<file path="config.mk">
export PLATFORM = sky130hd
export DESIGN_NAME = pwc_top
export DESIGN_NICKNAME = d
export VERILOG_FILES = /design/src/rtl/pwc_pkg.sv /design/src/rtl/wc_beat_store.sv /design/src/rtl/wc_idle_timer.sv /design/src/rtl/wc_join_check.sv /design/src/rtl/pwc_top.sv
export SDC_FILE = /design/constraint.sdc
export NUM_CORES = 1
export LEC_CHECK = 0
export BUFFER_PORTS_ARGS = -buffer_cell sky130_fd_sc_hd__buf_2
export CAP_MARGIN = 15
export CORE_AREA = 5 5 190 238
export DETAILED_ROUTE_END_ITERATION = 7
export DIE_AREA = 0 0 195 243
export PLACE_DENSITY = 0.8
export SLEW_MARGIN = 5
export SYNTH_ARGS = -nofsm -noshare
export SYNTH_HDL_FRONTEND = slang
export SYNTH_HIERARCHICAL = 1
export SYNTH_SLANG_ARGS = --single-unit
export TNS_END_PERCENT = 5
</file>
<file path="constraint.sdc">
create_clock -name clk -period 19.74 [get_ports clk]
set_input_delay 0 -clock clk [delete_from_list [all_inputs] [get_ports clk]]
set_output_delay 0 -clock clk [all_outputs]
set_load 0.05 [all_outputs]
</file>
<file path="src/rtl/pwc_pkg.sv">
package pwc_pkg;

    localparam int DATA_W     = 64;
    localparam int BE_W       = DATA_W / 8;
    localparam int BEAT_SHIFT = $clog2(BE_W);

    localparam logic [3:0] CMD_MEMWR = 4'b0111;
    localparam logic [3:0] CMD_MWINV = 4'b1111;

    typedef struct packed {
        logic [DATA_W-1:0] data;
        logic [BE_W-1:0]   be;
    } beat_t;

    typedef enum logic {
        ST_GATHER,
        ST_DRAIN
    } wc_state_e;

    function automatic logic cmd_is_mergeable(input logic [3:0] cmd);
        return (cmd == CMD_MEMWR) || (cmd == CMD_MWINV);
    endfunction

endpackage

</file>
<file path="src/rtl/wc_beat_store.sv">
module wc_beat_store
    import pwc_pkg::*;
#(
    parameter int DEPTH = 8,
    localparam int IDX_W = $clog2(DEPTH)
) (
    input  logic             clk,
    input  logic             wr_en,
    input  logic [IDX_W-1:0] wr_idx,
    input  beat_t            wr_beat,
    input  logic [IDX_W-1:0] rd_idx,
    output beat_t            rd_beat
);

    beat_t slots [DEPTH];

    always_ff @(posedge clk) begin
        for (int i = 0; i < DEPTH; i++) begin
            if (wr_en && (wr_idx == IDX_W'(i))) begin
                slots[i] <= wr_beat;
            end
        end
    end

    assign rd_beat = slots[rd_idx];

endmodule

</file>
<file path="src/rtl/wc_idle_timer.sv">
module wc_idle_timer #(
    parameter int LIMIT = 16,
    localparam int CNT_W = (LIMIT > 1) ? $clog2(LIMIT) : 1
) (
    input  logic clk,
    input  logic rst,
    input  logic run,
    output logic expire
);

    logic [CNT_W-1:0] quiet_q;

    always_ff @(posedge clk) begin
        if (rst || !run) begin
            quiet_q <= '0;
        end else if (!expire) begin
            quiet_q <= quiet_q + 1'b1;
        end
    end

    assign expire = run && (quiet_q == CNT_W'(LIMIT - 1));

endmodule

</file>
<file path="src/rtl/wc_join_check.sv">
module wc_join_check
    import pwc_pkg::*;
#(
    parameter int ADDR_W = 32,
    parameter int LEN_W  = 4
) (
    input  logic              open,
    input  logic [ADDR_W-1:0] base,
    input  logic [3:0]        cur_cmd,
    input  logic [LEN_W-1:0]  cur_len,
    input  logic [ADDR_W-1:0] req_addr,
    input  logic [3:0]        req_cmd,
    input  logic              req_barrier,
    output logic              mergeable,
    output logic              joins
);

    logic [ADDR_W:0] next_addr;
    logic            aligned;

    always_comb begin
        next_addr = {1'b0, base} + ({{(ADDR_W + 1 - LEN_W){1'b0}}, cur_len} << BEAT_SHIFT);
        aligned   = (req_addr[BEAT_SHIFT-1:0] == '0);
        mergeable = cmd_is_mergeable(req_cmd) && aligned;
        joins     = open && mergeable && !req_barrier &&
                    (req_cmd == cur_cmd) &&
                    ({1'b0, req_addr} == next_addr);
    end

endmodule

</file>
<file path="src/rtl/pwc_top.sv">
module pwc_top
    import pwc_pkg::*;
#(
    parameter int ADDR_W     = 32,
    parameter int MAX_BEATS  = 8,
    parameter int IDLE_LIMIT = 16
) (
    input  logic                           clk,
    input  logic                           rst,
    input  logic                           in_valid,
    output logic                           in_ready,
    input  logic [ADDR_W-1:0]              in_addr,
    input  logic [3:0]                     in_cmd,
    input  logic [DATA_W-1:0]              in_data,
    input  logic [BE_W-1:0]                in_be,
    input  logic                           in_barrier,
    output logic                           out_valid,
    input  logic                           out_ready,
    output logic [ADDR_W-1:0]              out_addr,
    output logic [3:0]                     out_cmd,
    output logic [$clog2(MAX_BEATS+1)-1:0] out_len,
    output logic [DATA_W-1:0]              out_data,
    output logic [BE_W-1:0]                out_be,
    output logic                           out_last
);

    localparam int LEN_W = $clog2(MAX_BEATS + 1);
    localparam int IDX_W = $clog2(MAX_BEATS);

    wc_state_e         state_q;
    logic [ADDR_W-1:0] base_q;
    logic [3:0]        cmd_q;
    logic [LEN_W-1:0]  len_q;
    logic [IDX_W-1:0]  rd_q;

    logic             open;
    logic             accept;
    logic             mergeable;
    logic             joins;
    logic             idle_run;
    logic             idle_expire;
    logic             rd_at_end;
    logic [LEN_W-1:0] len_m1;
    logic [IDX_W-1:0] wr_idx;
    beat_t            wr_beat;
    beat_t            rd_beat;

    assign open      = (state_q == ST_GATHER) && (len_q != '0);
    assign in_ready  = (state_q == ST_GATHER) && (!open || joins);
    assign accept    = in_valid && in_ready;
    assign idle_run  = open && !in_valid;
    assign len_m1    = len_q - 1'b1;
    assign rd_at_end = (LEN_W'(rd_q) == len_m1);
    assign wr_idx    = open ? len_q[IDX_W-1:0] : '0;
    assign wr_beat   = '{data: in_data, be: in_be};

    wc_join_check #(
        .ADDR_W (ADDR_W),
        .LEN_W  (LEN_W)
    ) u_join (
        .open        (open),
        .base        (base_q),
        .cur_cmd     (cmd_q),
        .cur_len     (len_q),
        .req_addr    (in_addr),
        .req_cmd     (in_cmd),
        .req_barrier (in_barrier),
        .mergeable   (mergeable),
        .joins       (joins)
    );

    wc_idle_timer #(
        .LIMIT (IDLE_LIMIT)
    ) u_idle (
        .clk    (clk),
        .rst    (rst),
        .run    (idle_run),
        .expire (idle_expire)
    );

    wc_beat_store #(
        .DEPTH (MAX_BEATS)
    ) u_store (
        .clk     (clk),
        .wr_en   (accept),
        .wr_idx  (wr_idx),
        .wr_beat (wr_beat),
        .rd_idx  (rd_q),
        .rd_beat (rd_beat)
    );

    always_ff @(posedge clk) begin
        if (rst) begin
            state_q <= ST_GATHER;
            base_q  <= '0;
            cmd_q   <= '0;
            len_q   <= '0;
            rd_q    <= '0;
        end else begin
            unique case (state_q)
                ST_GATHER: begin
                    rd_q <= '0;
                    if (accept) begin
                        if (!open) begin
                            base_q <= in_addr;
                            cmd_q  <= in_cmd;
                            len_q  <= LEN_W'(1);
                            if (!mergeable) begin
                                state_q <= ST_DRAIN;
                            end
                        end else begin
                            len_q <= len_q + 1'b1;
                            if (len_q == LEN_W'(MAX_BEATS - 1)) begin
                                state_q <= ST_DRAIN;
                            end
                        end
                    end else if (open && (in_valid || idle_expire)) begin
                        state_q <= ST_DRAIN;
                    end
                end
                ST_DRAIN: begin
                    if (out_ready) begin
                        if (rd_at_end) begin
                            state_q <= ST_GATHER;
                            len_q   <= '0;
                            rd_q    <= '0;
                        end else begin
                            rd_q <= rd_q + 1'b1;
                        end
                    end
                end
                default: state_q <= ST_GATHER;
            endcase
        end
    end

    assign out_valid = (state_q == ST_DRAIN);
    assign out_addr  = base_q;
    assign out_cmd   = cmd_q;
    assign out_len   = len_q;
    assign out_data  = rd_beat.data;
    assign out_be    = rd_beat.be;
    assign out_last  = out_valid && rd_at_end;

endmodule

</file>
## After elaboration in Yosys (flattened, before gate mapping)

Memories as Yosys holds them, arrays and structs flattened. A register that Yosys moved wholly into a read port is not among the register bits.
Index checks and enable logic that the tools add are counted.

| cells by class | value |
|---|---|
| bitwise logic cells | 2 |
| add/subtract/negate cells | 5 |
| reductions and logical operators | 40 |
| equality and inequality tests | 17 |
| muxes and demuxes | 56 |

Operator list:

| cell | count |
|---|---|
| $mux W72 | 7 |
| $reduce_or A72 Y1 | 7 |
| $mux W3 | 12 |
| $add A32 B7 Y33 | 1 |
| $eq A32 B33 Y1 | 1 |
| $mux W1 | 30 |
| $logic_and A1 B1 Y1 | 20 |
| $mux W4 | 4 |
| $eq A3 B3 Y1 const B | 4 |
| $add A4 B1 Y4 const B | 2 |
| $eq A4 B3 Y1 const B | 2 |
| $eq A4 B4 Y1 const B | 2 |
| $pmux W4 S2 | 1 |
| $eq A3 B2 Y1 const B | 2 |
| $logic_not A3 Y1 | 2 |
| $pmux W3 S2 | 1 |
| $reduce_and A3 Y1 | 2 |
| $eq A3 B4 Y1 | 1 |
| $eq A4 B4 Y1 | 1 |
| $logic_not A1 Y1 | 4 |
| $logic_or A1 B1 Y1 | 4 |
| $ne A2 B1 Y1 const B | 2 |
| $reduce_bool A4 Y1 | 1 |
| $sub A4 B1 Y4 const B | 1 |
| 5 further kinds | 6 |

| word-level totals | value |
|---|---|
| input port bits | 113 |
| output and inout port bits | 115 |
| register bits | 48 |
| logic and storage cells | 127 |
| memory bits (writable) | 576 |
| memories | 1 |

Memories:

| memory | depth | width | rd ports | clocked after memory_dff | wr ports | line | source |
|---|---|---|---|---|---|---|---|
| u_store.slots | 8 | 72 | 1 | 1 | 1 | wc_beat_store.sv:15 | `beat_t slots [DEPTH];` |

## Depth between registers and ports, before layout

Gate-level depths: netlist (run 1).

| depth | value |
|---|---|
| word-level depth | 21 |
| depth in mapped cells | 16 |

## Cells and area by module

The synthesis (run 1) kept the hierarchy.

Modules (own cells, without submodules):

| module | area an instance (µm²) | cells an instance | times used | sequential area each (µm²) |
|---|---|---|---|---|
| wc_beat_store | 21927.3 | 845 | 1 | 17296.6 |
| pwc_top | 1825.5 | 235 | 1 | 880.8 |
| wc_join_check | 1253.7 | 173 | 1 | 0.0 |
| wc_idle_timer | 205.2 | 20 | 1 | 80.1 |

## Worst setup path before layout (run 1)

OpenSTA, ideal clock, no wires.

| path | value |
|---|---|
| kind | reg-to-reg |
| start point | reg len_q[0], in the netlist out_len[0] |
| end point | mem u_store/slots[2][0] (netlist name) (enable) |
| path slack | 11.031 ns |
| arrival | 8.118 ns |
| clock period less this slack | 8.709 ns |
| setup time | 0.590 ns |
| path buffers | 0 |
| cell stages (with the launch flop) | 14 |
| cell sequence | dfxtp_1 -> ha_1 -> fa_1 -> a211oi_1 -> or2_1 -> or4_4 -> a211oi_2 -> nand4_1 -> nor4_1 -> and3_1 -> o21ai_2 -> inv_1 -> nand2_1 -> nor3_1 |

| on the way | value |
|---|---|
| longest elaborated chain between the ends | 20 |
| elaborated cells on any way between the ends | 66 |
| classes of those cells | 1 x add/sub; 8 x eq/ne; 31 x mux; 26 x reduce/logical |

RTL lines:

| item | line | source |
|---|---|---|
| start: declaration | pwc_top.sv:33 | `logic [LEN_W-1:0] len_q;` |
| start signal: assignment | pwc_top.sv:112 | `len_q <= len_q + 1'b1;` |
| branches (longest 5 deep; another with $add A32 B7 Y33) | n/a |  |
| $logic_and A1 B1 Y1 (*) | wc_join_check.sv:26 | `(req_cmd == cur_cmd) &&` |
| via joins | pwc_top.sv:39 | `logic joins;` |
| $logic_or A1 B1 Y1 (*) | pwc_top.sv:49 | `assign in_ready = (state_q == ST_GATHER) && (!open \|\| joins);` |
| $logic_and A1 B1 Y1 (*) | pwc_top.sv:49 |  |
| $logic_and A1 B1 Y1 (*) | pwc_top.sv:50 | `assign accept = in_valid && in_ready;` |
| via accept | pwc_top.sv:37 | `logic accept;` |
| $logic_and A1 B1 Y1 | wc_beat_store.sv:19 | `if (wr_en && (wr_idx == IDX_W'(i))) begin` |
| $mux W1 | wc_beat_store.sv:19 |  |
| $mux W1 (not written as such) | wc_beat_store.sv:20 | `slots[i] <= wr_beat;` |
| $reduce_or A72 Y1 (no line) | n/a |  |
| $mux W3 (no line) or $mux W1 (tied branches) (7 in series) | n/a |  |
| end: declaration | wc_beat_store.sv:15 |  |

Mark *: on every way through the listed nets, which the timed path passes.

## Worst setup path after layout (run 1)

| path | value |
|---|---|
| start point | reg len_q[3], in the netlist out_len[3] |
| end point | mem u_store/slots[6][19] (netlist name) (enable) |

The elaborated chain is that of the path after synthesis.

==> results.py, run 1 <==
metrics = {
    "place": {
        "dp_hpwl_um": 29100,
        "gp_congestion": 0.817,
        "place_ws_ns": 14.20,
        "numPortBuffers": 227,
    },
    "synthesis": {
        "ys_ff_latch": 624,
        "synth_nets": 1395,
        "synth_warnings": 6,
        "synth_largest_area_cell": "edfxtp_1",
        "synth-async-reset-ratio_pct": 0,
        "ys.flop_type": "edfxtp_1",
        "synth_cell_types": 67,
        "synthesis.area_um2": 25200,
        "syn_area_per_cell_um2": 19.8,
        "synthTopCellsByArea": "edfxtp_1 (69%), mux4_2 (13%), dfxtp_1 (3.8%)",
        "synth_edf_count": 576,
        "synth_seq_area_share_pct": 72.4,
        "synth_cells": 1273,
        "synth_top_area_share_pct": 68.6,
    },
    "timing": {
        "slew_violations": 0,
        "fmax_ghz": 0.181,
        "rsz0062_at_grt": "no",
        "fin_crit_sh_pct": 28.0,
        "worst_slack_ns": 14.22,
        "min_period_ns": 5.52,
        "finalSetupTns_ns": 0,
        "timing.slew.headroom_pct": 21.9,
        "setup_viol": 0,
        "worst_pin_slew_ns": 1.17,
        "finalClockSkew_ns": 0.0172,
        "hold_violations": 0,
    },
    "cts": {
        "clock_sinks": 624,
        "clock_path_buffers": 3,
        "cts_tree": "yes",
        "cts_root_buf": "clkbuf_16",
        "clk_pin_slew_ns": 0.06,
        "htree_levels": 2,
        "cts-buffers-inserted": 56,
        "cts_setup_buffers": 0,
        "clk_latency_ns": 0.59,
    },
    "power": {
        "power_density_nw_per_um2": 95.9,
        "combPwrFrac_pct": 9.5,
        "p_leak_uw": 0.0101,
        "netSwitchingFraction_pct": 22.6,
        "ir_drop_mv": 0.0710,
        "pwr-share-seq_pct": 51.5,
        "pwr-share-clk_pct": 39.0,
        "switching_power_uw": 651,
        "intPower_uw": 2230,
    },
    "global_routing": {
        "grt_overflow": 0,
        "grt_pass1_wl_um": 82900,
        "grt_max_degree": 77,
        "globalRouteTotalUtil_pct": 22.5,
        "antenna_found_initial": 4,
        "first_global_vias": 14100,
    },
    "drt": {
        "wire_per_inst_um": 23.7,
        "wirelength_um": 53400,
        "drtIter0Drc": 1193,
        "drc_errors": 0,
        "first_pass_iters": 5,
        "final_antenna_net_count": 0,
        "vias": 13400,
        "routed_via_density": 5.93,
    },
    "cells_and_area": {
        "final_nets": 1762,
        "synthToLayoutAreaGrowth_pct": 19.3,
        "drive_gt1_share_pct": 34.0,
    },
    "die": {
        "start_util_pct": 59.0,
        "die_w_um": 195,
        "die_h_um": 243,
        "die_area_um2": 47400,
        "io_pins": 228,
        "fp-row-count": 85,
        "core-area_um2": 42800,
    },
    "job": {
        "cap_violations": 0,
    },
    "setup_path": {
        "path_max_fanout": 45,
        "arrival_ns": 5.73,
        "start_kind": "flop",
        "critPathCaptureType": "flop",
        "required_ns": 19.96,
        "crit_type": "flop to flop",
    },
    "run_status": {
        "status": "finished, final reports clean",
    },
    "hold_path": {
        "holdCritPathClass": "primary input to flop",
    },
}
-- cell usage in the layout, fill, tap and decap left out, types with 10 or more instances in the layout --
cell / count
mux4_2: 144
xor2_1: 21
buf_4: 18
clkinv_2: 13
edfxtp_1: 576
and3_1: 11
dfxtp_1: 45
nor3_1: 12
nor2_1: 18
bufinv_16: 11
mux2_4: 60
a21oi_1: 46
nand3_1: 15
inv_1: 12
xnor2_1: 23
dlygate4sd3_1: 117
clkbuf_16: 56
clkinv_1: 14
nand2_1: 95
nor4_1: 10
buf_2: 227
mux2_2: 13
-- logic make-up after synthesis --
group / synth area share, %
buffers and inverters: 1.71
AO/OA/AOI/OAI: 2.32
multiplexers: 17.1
AND/OR/NAND/NOR: 4.35
XOR/XNOR: 1.62
adder cells (fa/ha/maj): 0.476
flip-flops: 72.4
-- layout make-up --
type                            count  area [um^2]
Antenna cell                        4         10.0
Clock buffer                       62         1420
Clock inverter                     42          503
Fill cell                        2661        12700
Inverter                           12         45.0
Multi-Input combinational cell    580         6580
Sequential cell                   624        18300
Tap cell                          565          707
Timing Repair Buffer              366         2550
-- critical path: stages, from the launching register on --
cell and delay [ns]:
dfxtp_1 0.51, ha_1 0.39, and4_1 0.23, a211oi_1 0.86, nor3_1 0.14, mux2_2 0.27, a31oi_1 0.08, nor4_1 0.26
and3_1 0.32, o21ai_2 0.13, inv_1 0.11, nand2_1 0.21, nor2_4 0.87, buf_4 0.75
-- state kept, by name, indices dropped and copies added (netlist names) --
| name | flops |
|---|---|
| u_store/slots | 576 |
| u_idle/quiet_q | 4 |
| out_len | 4 |
| out_valid | 1 |
| out_addr | 32 |
| out_cmd | 4 |
| rd_q | 3 |
-- metal layers --
metal  vias up  track usage [%]  wire [um]
met5         -                0          0
met4         0             5.63       1130
met3        79             4.05       3220
met2       488             39.1      28100
met1      6889             29.8      20900
li1       5916                -          -
-- synth_stat cells, types with 5 or more instances --
master and instances:
edfxtp_1 576, mux4_2 144, nand2_1 95, mux2_4 60
dfxtp_1 48, a21oi_1 46, buf_2 25, nor2_1 24
xnor2_1 23, xor2_1 21, nand3_1 15, clkbuf_1 14
nor3_1 14, mux2_2 13, inv_1 12, and3_1 11
nor4_1 10, and4_1 8, ha_1 8, o21ai_0 8
buf_12 7, buf_1 6, a31oi_1 5, nand3b_1 5
nand4_1 5
-- final timing paths --
| check | startpoint | end | slack [ns] | cells past startpoint |
|---|---|---|---|---|
| setup / recovery | out_len[3] | u_store/slots[6][19] | 14.22 | 13 |
| hold / removal | rst | out_cmd[1] | 0.03 | 2 |
| setup reg to reg | out_len[3] | u_store/slots[6][19] | 14.22 | 13 |
| hold reg to reg | out_cmd[1] | out_cmd[1] | 0.48 | 2 |
-- through the flow --
| step | hold slack [ns] | utilization [%] | instances | area (um^2) | power (uW) |
|---|---|---|---|---|---|
| CTS | 0.00174 | 70.1 | 2247 | 30000 | 2910 |
| detailed placement | 0.259 | 62.8 | 2026 | 26900 | 1770 |
| floorplan | 0.0989 | - | 1273 | 25200 | 1690 |
| finish | 0.0303 | 70.4 | 2255 | 30100 | 2880 |
| global placement | 0.253 | 62.8 | 2026 | 26900 | 1760 |
| global route | 0.0560 | 70.4 | 2254 | 30100 | 2990 |
-- what timing repair did --
item,CTS,global route
endpoints found under the hold margin,623,0
gates resized for setup,0,0
hold buffers,117,0
-- power groups by stage --
stage,Sequential (uW),Clock (uW),Combinational (uW)
floorplan,1530,0,161
global placement,1510,0,249
detailed placement,1510,0,253
CTS,1490,1150,274
global route,1490,1210,290
finish,1490,1130,273
Note: power is estimated with default switching activity, not from simulation.
==> run 2: changes to the inputs <==
--- a/config.mk
+++ b/config.mk
@@ -7,10 +7,10 @@
 export LEC_CHECK = 0
 export BUFFER_PORTS_ARGS = -buffer_cell sky130_fd_sc_hd__buf_2
 export CAP_MARGIN = 15
-export CORE_AREA = 5 5 190 238
+export CORE_AREA = 5 5 200 250
 export DETAILED_ROUTE_END_ITERATION = 7
-export DIE_AREA = 0 0 195 243
-export PLACE_DENSITY = 0.8
+export DIE_AREA = 0 0 205 255
+export PLACE_DENSITY = 0.77
 export SLEW_MARGIN = 5
 export SYNTH_ARGS = -nofsm -noshare
 export SYNTH_HDL_FRONTEND = slang
==> constraint.sdc (replaced) <==
create_clock -name clk -period 5 [get_ports clk]
set_input_delay 0 -clock clk [delete_from_list [all_inputs] [get_ports clk]]
set_output_delay 0 -clock clk [all_outputs]
set_load 0.05 [all_outputs]
==> results.py, run 2 (synthesized netlist as in run 1, its figures left out) <==
metrics = {
    "setup_path": {
        "path_max_fanout": 72,
        "crit_chain": "ha_4 > fa_2 > xor3_1 > nor4_1 > nand4_1 > nor4_1 > nand3_1 > nor4_1 > and3_1 > o21ai_2 > inv_1 > nand2b_1 > nor3_4 > buf_12",
        "required_ns": 5.24,
        "max_stage_delay_ns": 0.46,
        "r2r_end": "u_store/slots[0][38]",
        "critical_path.endpoint": "u_store/slots[0][38]",
        "rrSetupSlack_ns": 0.64,
        "path_buf_inv": 2,
        "path_common_cell": "nor4_1",
        "crit_slowest_cell": "nor4_1",
        "r2r-start": "out_len[0]",
        "path_depth": 14,
        "critPathCaptureType": "flop",
        "arrival_ns": 4.60,
        "reg2reg_depth": 14,
        "cp-startpoint": "out_len[0]",
        "start_kind": "flop",
        "crit_type": "flop to flop",
        "critPathTopFamily": "simple AND/OR/NAND/NOR gates",
    },
    "timing": {
        "timing.slew.headroom_pct": 34.9,
        "min_period_ns": 4.36,
        "setup_viol": 0,
        "fmax_ghz": 0.229,
        "finalSetupTns_ns": 0,
        "fin_crit_sh_pct": 87.3,
        "finalClockSkew_ns": 0.0197,
        "slew_violations": 0,
        "rsz0062_at_grt": "no",
        "hold_violations": 0,
        "worst_pin_slew_ns": 0.977,
    },
    "cts": {
        "clock_path_buffers": 3,
        "cts_resized": 0,
        "hold_buffers": 123,
        "clock_sinks": 624,
        "cts-buffers-inserted": 56,
        "htree_levels": 2,
        "cts_setup_buffers": 0,
        "cts_tree": "yes",
        "clk_pin_slew_ns": 0.06,
        "cts_root_buf": "clkbuf_16",
        "clk_latency_ns": 0.61,
    },
    "drt": {
        "routed_via_density": 5.74,
        "wirelength_um": 53700,
        "drc_errors": 0,
        "wire_per_inst_um": 23.1,
        "final_antenna_net_count": 0,
        "first_pass_iters": 5,
        "drtIter0Drc": 982,
        "vias": 13300,
    },
    "die": {
        "core-area_um2": 47100,
        "die_area_um2": 52300,
        "fp-row-count": 89,
        "start_util_pct": 53.5,
        "io_pins": 228,
        "die_h_um": 255,
        "die_w_um": 205,
    },
    "run_status": {
        "status": "finished, final reports clean",
    },
    "cells_and_area": {
        "layout_common_cells": "edfxtp_1 (576), buf_2 (227), mux4_2 (144)",
        "final_cell_area_um2": 30100,
        "top_register": "u_store/slots",
        "fillCellCount": 3108,
        "final_common_cell": "edfxtp_1",
        "largest_register_ffs": 576,
        "final_nets": 1766,
        "synthToLayoutAreaGrowth_pct": 19.5,
        "drive_gt1_share_pct": 34.6,
    },
    "place": {
        "numPortBuffers": 227,
        "dp_hpwl_um": 30200,
        "gp_congestion": 0.884,
        "placed_area_um2": 27200,
    },
    "global_routing": {
        "grt_max_degree": 89,
        "antenna_found_initial": 4,
        "grt_overflow": 0,
        "grt_pass1_wl_um": 83300,
        "first_global_vias": 14300,
        "globalRouteTotalUtil_pct": 20.8,
    },
    "hold_path": {
        "holdCritPathClass": "primary input to flop",
    },
    "job": {
        "cap_violations": 0,
    },
    "power": {
        "ir_drop_mv": 0.254,
        "power_density_nw_per_um2": 364,
        "p_leak_uw": 0.0100,
    },
}
==> run 2: routing by layer <==
metal / global-route usage [%] / vias up / part of all wire, %
met5: 0 / - / 0.050
met4: 6.17 / 4 / 2.8
met3: 4.63 / 93 / 7.0
met2: 37.3 / 493 / 54
met1: 25.5 / 6833 / 36
li1: - / 5912 / -
==> run 2: power by group <==
part	switching, uW	internal [uW]
clock	1830	2170
combinational	694	405
sequential	66.1	5800
==> run 2: area by class of cell <==
class	count	area, um^2	share of cell area [%]
multi-input combinational	580	6630	22.0
clock buffer	70	1450	4.82
timing repair buffer	370	2680	8.88
sequential	624	18300	60.7
antenna	2	5.00	0.0166
clock inverter	30	238	0.789
tap	637	797	2.65
inverter	12	45.0	0.149
==> run 2: metrics by stage <==
stage	hold WS (ns)	total power [uW]	cells	utilization, %	setup WS, ns
finish	0.0321	11000	2325	64.0	0.637
global route	0.0411	11400	2325	64.0	0.338
CTS	0.000470	11100	2322	63.9	0.677
detailed placement	0.257	6990	2099	57.7	0.710
global placement	0.252	6970	2099	57.7	0.816
floorplan	0.0989	6690	1273	-	-0.166
==> run 2: worst register-to-register path, stage by stage (launching register included) <==
cell	delay, ns
dfxtp_4	0.38
ha_4	0.18
fa_2	0.41
xor3_1	0.37
nor4_1	0.22
nand4_1	0.15
nor4_1	0.46
nand3_1	0.12
nor4_1	0.26
and3_1	0.28
o21ai_2	0.10
inv_1	0.12
nand2b_1	0.24
nor3_4	0.23
buf_12	0.43
==> run 2: worst min-delay path by stage <==
stage | start | endpoint | slack [ns] | cells past startpoint
finish | rst | out_addr[22] | 0.03 | 2
global route | rst | out_addr[30] | 0.04 | 2
CTS | rst | out_addr[31] | 0.0005 | 2
detailed placement | in_cmd[0] | out_cmd[0] | 0.26 | 3
global placement | in_cmd[0] | out_cmd[0] | 0.25 | 3
floorplan | in_be[0] | u_store/slots[0][0] | 0.1 | 0
